File: config.mk
export PLATFORM = sky130hd
export DESIGN_NAME = fsync_gen
export DESIGN_NICKNAME = d
export VERILOG_FILES = /design/src/rtl/fsync_gen.sv
export SDC_FILE = /design/constraint.sdc
export NUM_CORES = 1
export LEC_CHECK = 0
export BUFFER_PORTS_ARGS = -buffer_cell sky130_fd_sc_hd__buf_2
export CAP_MARGIN = 10
export CORE_MARGIN = 2
export CORE_UTILIZATION = 52
export CTS_CLUSTER_SIZE = 10
export DETAILED_ROUTE_END_ITERATION = 8
export GPL_TIMING_DRIVEN = 0
export PLACE_DENSITY_LB_ADDON = 0.05
export REMOVE_ABC_BUFFERS = 1
export SYNTH_ARGS = -nofsm -noshare
export SYNTH_HDL_FRONTEND = slang
export SYNTH_SLANG_ARGS = --single-unit
File: constraint.sdc
create_clock -name clk -period 2.2 [get_ports clk]
set_input_delay 0.44 -clock clk [delete_from_list [all_inputs] [get_ports clk]]
set_output_delay 0.44 -clock clk [all_outputs]
set_load 0.1 [all_outputs]
File: src/rtl/fsync_gen.sv
module fsync_gen #(
  parameter int WIDTH_BITS  = 8,
  parameter int PERIOD_BITS = 12
) (
  input  logic                   clk,
  input  logic                   rst_n,
  input  logic                   tick,
  input  logic                   run,
  input  logic                   free_mode,
  input  logic [WIDTH_BITS-1:0]  width_cfg,
  input  logic [PERIOD_BITS-1:0] period_cfg,
  output logic                   fs_out
);

  logic                   enabled;
  logic                   active;
  logic                   frame_start;
  logic [WIDTH_BITS-1:0]  wcnt;
  logic [PERIOD_BITS-1:0] pcnt;

  assign enabled     = run & free_mode;
  assign frame_start = !active || (pcnt == '0);

  always_ff @(posedge clk) begin
    if (!rst_n || !enabled) begin
      active <= 1'b0;
      fs_out <= 1'b0;
      wcnt   <= '0;
      pcnt   <= '0;
    end else if (tick) begin
      if (frame_start) begin
        active <= 1'b1;
        fs_out <= 1'b1;
        wcnt   <= width_cfg;
        pcnt   <= period_cfg;
      end else begin
        pcnt <= pcnt - 1'b1;
        if (wcnt == '0) fs_out <= 1'b0;
        else            wcnt   <= wcnt - 1'b1;
      end
    end
  end

endmodule


=== Yosys cells after proc, flatten, opt, wreduce, memory -nomap -nowiden ===
Index checks and enable logic that the tools add are counted.

* Bitwise gates (word level): 1
* Equal/unequal tests: 1
* Muxes and demuxes: 5
* Add/sub/neg operators: 2
* Reductions and logical operators: 11

{| class="wikitable"
|+ Operator list
! kind !! count
|-
| two-way mux 8 bit || 2
|-
| logical NOT 12 bit || 1
|-
| two-way mux 12 bit || 1
|-
| subtractor 12 x 1 -> 12 bit (second input constant) || 1
|-
| logical NOT 8 bit || 1
|-
| subtractor 8 x 1 -> 8 bit (second input constant) || 1
|-
| AND reduction 2 bit || 3
|-
| logical NOT 1 bit || 3
|-
| logical OR 1 bit || 2
|-
| two-way mux 1 bit || 2
|-
| != test 2 bit (second input constant) || 1
|-
| nonzero test 2 bit || 1
|-
| AND 1 bit || 1
|}

* Input bits: 25
* Flip-flop bits (word level): 22

=== Depth between registers and ports, before layout ===
Gate-level depths: netlist of run 1.

* Depth in word-level cells: 4
* Gate-level depth with buffers: 9
* Gate-level depth less buffers: 7

=== Worst setup path after synthesis of run 1 ===
OpenSTA, ideal clock, no wires.

* Path type: register -> register
* From: register wcnt[0]
* To: register wcnt[6]
* Clock period less this slack: 1,842 ps
* Stages on the path, launching flop included: 7
* Path slack: 358 ps
* Arrival time: 1,775 ps
* Cells stage by stage: dfxtp_1 inv_1 ha_1 or3b_2 or3_2 a21o_2 a21oi_2

* Word-level cells in the longest chain between the ends: 3

{| class="wikitable"
|+ RTL lines
! what !! RTL line !! source
|-
| from (decl) || 18 || <nowiki>logic [WIDTH_BITS-1:0] wcnt;</nowiki>
|-
| from (signal assigned) || 34 || <nowiki>wcnt <= width_cfg;</nowiki>
|-
| from (signal assigned) || 39 || <nowiki>else wcnt <= wcnt - 1'b1;</nowiki>
|-
| subtractor 8 x 1 -> 8 bit / logical NOT 8 bit (equally long branches) || 39, 38 ||
|-
| two-way mux 8 bit / != test 2 bit (equally long branches) || -- ||
|-
| two-way mux 8 bit / AND reduction 2 bit (equally long branches) || -- ||
|}

Parallel ways exist; a longest one is shown, timed or not. The select of a mux whose other input is x is not followed.
A chain may end at the register's enable or synchronous reset.

=== Final worst setup path of run 1 ===
* From: register pcnt[0]
* To: register wcnt[5]

* Word-level cells in the longest chain between the ends: 4

{| class="wikitable"
|+ RTL lines
! what !! RTL line !! source
|-
| from (decl) || 19 || <nowiki>logic [PERIOD_BITS-1:0] pcnt;</nowiki>
|-
| from (signal assigned) || 35 || <nowiki>pcnt <= period_cfg;</nowiki>
|-
| from (signal assigned) || 37 || <nowiki>pcnt <= pcnt - 1'b1;</nowiki>
|-
| logical NOT 12 bit (*) || 22 || <nowiki>assign frame_start = !active || (pcnt == '0);</nowiki>
|-
| logical OR 1 bit (*) || 22 ||
|-
| != test 2 bit (no source line) || -- ||
|-
| AND reduction 2 bit (no source line) || -- ||
|}

Mark *: on every way between the ends. The rest lies on a longest branch, timed or not.

==> reports/metrics.cfg, run 1 <==
[final_layout]
layout_common_cells = buf_2 (25), a21oi_1 (23), dfxtp_1 (21), nor2_1 (18), o21ai_0 (18)
final_common_cell = buf_2
area_growth_syn_to_layout_pct = 16.00
multi_input_area_sq_um = 880.8
final_cell_count_no_fill = 234
register_area_sq_um = 441.7
nFillCells = 223
drive_above_1_share_pct = 25.49
n_antenna_cell = 0
fin_nets = 234

[routing]
ant_nets = 0
drc = 0
vias_per_cell = 6.192
dr.pass1.iters = 4
detail_route.wirelength_mm = 3.510
drtIter0Drc = 44
wire_per_inst_um = 15.00
vias = 1449

[synthesis]
synth_edf_count = 0
synth_flop_cell = dfxtp_1
async_flop_share_pct = 0
ys_seq_elements = 22
ys_seq_area_share_pct = 32.74
post_synth.cell_area_avg_sq_um = 7.514
ys_warn_count = 0
synth_cell_types = 47
syn_inst = 179
netlist_area_sq_um = 1345
yosysTopAreaCell = dfxtp_1
post-synth-top-area-fraction_pct = 32.74
ys_top_cells_by_area = dfxtp_1 (33%), a21oi_1 (8.6%), o21ai_0 (6.7%)

[clock_network]
cts_buffer_depth = 2
cts_tree = done
cts-buffers-inserted = 3
htree_levels = 1
clock-root-buffer = clkbuf_4
holdBufCountCts = 0
clkTransAtPathRegs_ps = 120
cts_sinks = 22
clock_latency_ps = 300

[critical_path]
worst_setup_path_end_kind = register
cp.required_ps = 2430
cp_max_fo = 10
path_class = reg -> reg
start_kind = register
arrival_ps = 2320

[power_and_ir_drop]
power_density_nw_per_um2 = 476.1
p_leak_nw = 0.6081
vdd_drop_max_mv = 0.3484

[global_routing]
grt_usage_pct = 24.20
grt_pass1_vias = 1243
grt-ovfl-total = 0
grt_start_max_net_pins = 23
grt_pass1_wl_mm = 5.368
antenna_found_initial = 0

[timing]
slew-limit-headroom_pct = 55.39
finalCriticalPeriod_ps = 2087
setup_slack_ps = 113.2
finClkSkew_ps = 6.861
rsz0062_at_grt = false
tightest_slew_ps = 667.2
finalHoldViolations = 0
finalCritPeriodShare_pct = 94.85
finalMaxSlewViolations = 0
finalSetupViolCount = 0
fmax_mhz = 479.2

[floorplan]
start_util_pct = 54.79
die_h_um = 54.86
num_io_pins = 26
core.rowCount = 18
die_w_um = 54.86
fp.coreArea_sq_um = 2455
die_area_sq_um = 3010

[placement]
dp_slack_ps = -773.2
io_buffers = 25
gp_congestion = 0.7974
placed_cells_incl_taps = 225
dp_hpwl_mm = 2.226

[hold_path]
hp-class = in -> reg

[job]
maxCapViolations = 0

[status]
outcome = complete, no violations

stage by stage:
step | hold slack [ps] | power (W) | setup TNS [ps] | util (%) | area, sq um
5_1_grt | 405.8 | 0.0007829 | 0 | 63.56 | 1560
6_report | 412.4 | 0.0007429 | 0 | 63.56 | 1560
3_5_place_dp | 475.3 | 0.0005585 | -8145 | 59.43 | 1459
4_1_cts | 405.3 | 0.0007444 | 0 | 61.52 | 1510
2_1_floorplan | 458.0 | 0.0005114 | -996.4 | - | 1296
3_3_place_gp | 469.9 | 0.0005548 | -6913 | 59.43 | 1459
registers in the layout, summed over array words and instances, names as in the netlist:
signal	flops
wcnt	8
pcnt	12
fs_out	1
active	1
per-layer routing:
layer / vias up / GRT usage [%] / part of all wire (%)
li1: 721 / - / -
met1: 684 / 30.27 / 44
met2: 42 / 43.45 / 51
met3: 2 / 3.005 / 4.8
met4: 0 / 5.833 / 0.40
met5: - / 0 / 0
cells in the mapped netlist, types with 2 or more instances:
cell and count:
o211ai_1 2, ha_1 3, or2_2 2, o21ai_1 2, a21oi_2 2, dfxtp_1 22, o21ai_0 18, or3_1 3
a41oi_1 2, nand2_1 17, a211oi_1 4, nor2_1 18, a21oi_1 23, clkbuf_1 4, a31o_2 2, a31oi_1 2
buf_2 3, nand3_1 4, inv_1 5, and3_1 2, nor3_1 6, nand4_1 3, nor3_2 2, nor4_1 3
or4_1 3
area by class of cell:
class                           instances  share of cell area (%)
Inverter                                6                   1.443
Timing Repair Buffer                   29                   9.944
Tap cell                               30                   2.406
Multi-Input combinational cell        144                   56.46
Sequential cell                        22                   28.31
Clock buffer                            3                   1.443
cell families after synthesis:
family	count (synthesis)	share of synthesized area, %
AND/OR/NAND/NOR	73	28.93
adder cells (fa/ha/maj)	3	2.791
flip-flops	22	32.74
buffers and inverters	15	5.302
AO/OA/AOI/OAI	65	29.49
multiplexers	1	0.7442
path summary, 6_finish.rpt:
check                start  endpoint  slack, ps  cells after the start
max reg2reg        pcnt[0]   wcnt[5]        110                      7
min          period_cfg[2]   pcnt[2]        410                      3
min reg2reg        wcnt[7]   wcnt[7]        490                      2
max                pcnt[0]   wcnt[5]        110                      7
critical path, stage by stage, from the launching register on:
cell	delay [ps]
dfxtp_2	390
inv_1	50
ha_1	230
nor3b_4	200
a41o_2	380
or4_1	480
a21o_1	200
a21oi_2	100
power by group:
group	total, W	leakage (nW)	internal (W)	switching [W]
Sequential	0.000417	0.179	0.000407	0.00000978
Combinational	0.000147	0.416	0.0000619	0.0000851
Clock	0.000179	0.0138	0.0000637	0.000115
what timing repair did:
item / 4_1_cts / 5_1_grt
endpoints found under the setup margin: 19 / 7
pin swaps: 1 / 0
gates resized for setup: 3 / 2
buffers inserted: 0 / 4
gates cloned: 1 / 1
Note: power is estimated with default switching activity, not from simulation.
==> run 2, diff against run 1 <==
- GPL_TIMING_DRIVEN: 0 -> not set
==> reports/metrics.cfg, run 2 (synthesized netlist as in run 1, its figures left out) <==
[global_routing]
grt_pass1_vias = 1273
grt_usage_pct = 25.64
grt_pass1_wl_mm = 5.533
antenna_found_initial = 0
grt_start_max_net_pins = 23
grt-ovfl-total = 0

[power_and_ir_drop]
p_int_w = 0.0005720
power_density_nw_per_um2 = 513.6
sw_frac_of_total_pct = 28.11
p_sw_w = 0.0002236
p_clk_share_pct = 29.3
vdd_drop_max_mv = 0.3413
p_leak_nw = 0.6203
p_comb_share_pct = 18.3
power_frac_seq_pct = 52.4
totalPowerFinal_w = 0.0007956

[clock_network]
cts_sinks = 22
clock_latency_ps = 310
cts-buffers-inserted = 3
cts_tree = done
holdBufCountCts = 0
clkTransAtPathRegs_ps = 130
cts_buffer_depth = 2
clock-root-buffer = clkbuf_4
htree_levels = 1

[timing]
finalMaxSlewViolations = 0
finClkSkew_ps = 2.915
hold_ws_ps = 391.4
fmax_mhz = 485.7
slew-limit-headroom_pct = 67.22
finalSetupViolCount = 0
rsz0062_at_grt = false
finalCritPeriodShare_pct = 93.58
tightest_slew_ps = 495.0
finalCriticalPeriod_ps = 2059
finalHoldViolations = 0
setup_slack_ps = 141.3

[final_layout]
layout_common_cells = buf_2 (25), a21oi_1 (23), dfxtp_1 (22), nor2_1 (18), o21ai_0 (18)
fin_util_pct = 63.10
drive_above_1_share_pct = 25.73
area_growth_syn_to_layout_pct = 15.16
nFillCells = 241
final_common_cell = buf_2
n_antenna_cell = 0
largest_reg_flops = 12
top_register = pcnt
register_area_sq_um = 440.4
fin_nets = 235
reg_top3 = pcnt: 12 flops, wcnt: 8 flops
multi_input_area_sq_um = 834.6

[floorplan]
die_w_um = 54.86
num_io_pins = 26
die_area_sq_um = 3010
die_h_um = 54.86
fp.coreArea_sq_um = 2455
start_util_pct = 54.79
core.rowCount = 18

[routing]
ant_nets = 0
dr.pass1.iters = 4
wire_per_inst_um = 14.81
vias_per_cell = 6.038
vias = 1425
detail_route.wirelength_mm = 3.496
drtIter0Drc = 22
drc = 0

[status]
outcome = complete, no violations

[critical_path]
crit_family = simple AND/OR/NAND/NOR gates
arrival_ps = 2320
critPathSlowestCell = or3_2
cp_num_cells = 7
path_class = reg -> reg
cp_max_fo = 11
worst_setup_path_end_kind = register
critPathBufInv = 1
worstPathCellList = inv_1 -> ha_1 -> nor3b_2 -> a41o_2 -> or3_2 -> a21o_2 -> a21oi_2
cp_slowest_stage_delay_ps = 490
ff2ff_path_depth = 7
start_kind = register
regToRegSetupSlack_ps = 140
cp.required_ps = 2460

[job]
maxCapViolations = 0

[placement]
gp_congestion = 0.8398
dp_slack_ps = 160.2
dp_hpwl_mm = 2.487
io_buffers = 25

[hold_path]
hp-class = in -> reg
hold_depth = 3

run 2: routing by layer:
metal,vias up,GRT usage (%),wire (um)
met1,674,29.09,1501
met4,0,10.42,30
met3,4,3.005,137
met2,36,47.62,1826
li1,711,-,-
met5,-,0,0
run 2: final timing paths:
kind,to,from
worst max-delay path,wcnt[6],pcnt[0]
worst min-delay path,wcnt[3],width_cfg[3]
worst max register to register,wcnt[6],pcnt[0]
worst min register to register,wcnt[0],wcnt[0]
run 2: through the flow:
stage / TNS [ps] / instance area [sq um] / std cells
final: 0 / 1549 / 236
after global routing: 0 / 1549 / 236
after CTS: 0 / 1548 / 236
after detailed placement: 0 / 1511 / 232
after global placement: 0 / 1511 / 232
after floorplan: -996.4 / 1296 / 170
run 2: layout make-up:
class,instances,share of cell area [%]
Clock buffer,4,2.342
Inverter,6,1.454
Multi-Input combinational cell,142,53.88
Sequential cell,22,28.43
Tap cell,30,2.423
Timing Repair Buffer,32,11.47
run 2: what timing repair did:
item	CTS	global route
setup buffers	0	0
hold endpoints to repair	0	0
endpoints found under the setup margin	0	3
gates resized for setup	0	1
run 2: power by group through the flow:
stage          registers [W]  clock network (W)  logic (W)
5_1_grt             0.000418           0.000247   0.000162
2_1_floorplan       0.000427                  0  0.0000848
6_report            0.000417           0.000233   0.000146
4_1_cts             0.000417           0.000236   0.000144
3_5_place_dp        0.000425                  0   0.000143
3_3_place_gp        0.000425                  0   0.000139
run 2: tightest hold or removal path, stage by stage:
cell     delay [ps]
buf_2            70
a21oi_1          50
o21ai_0         120
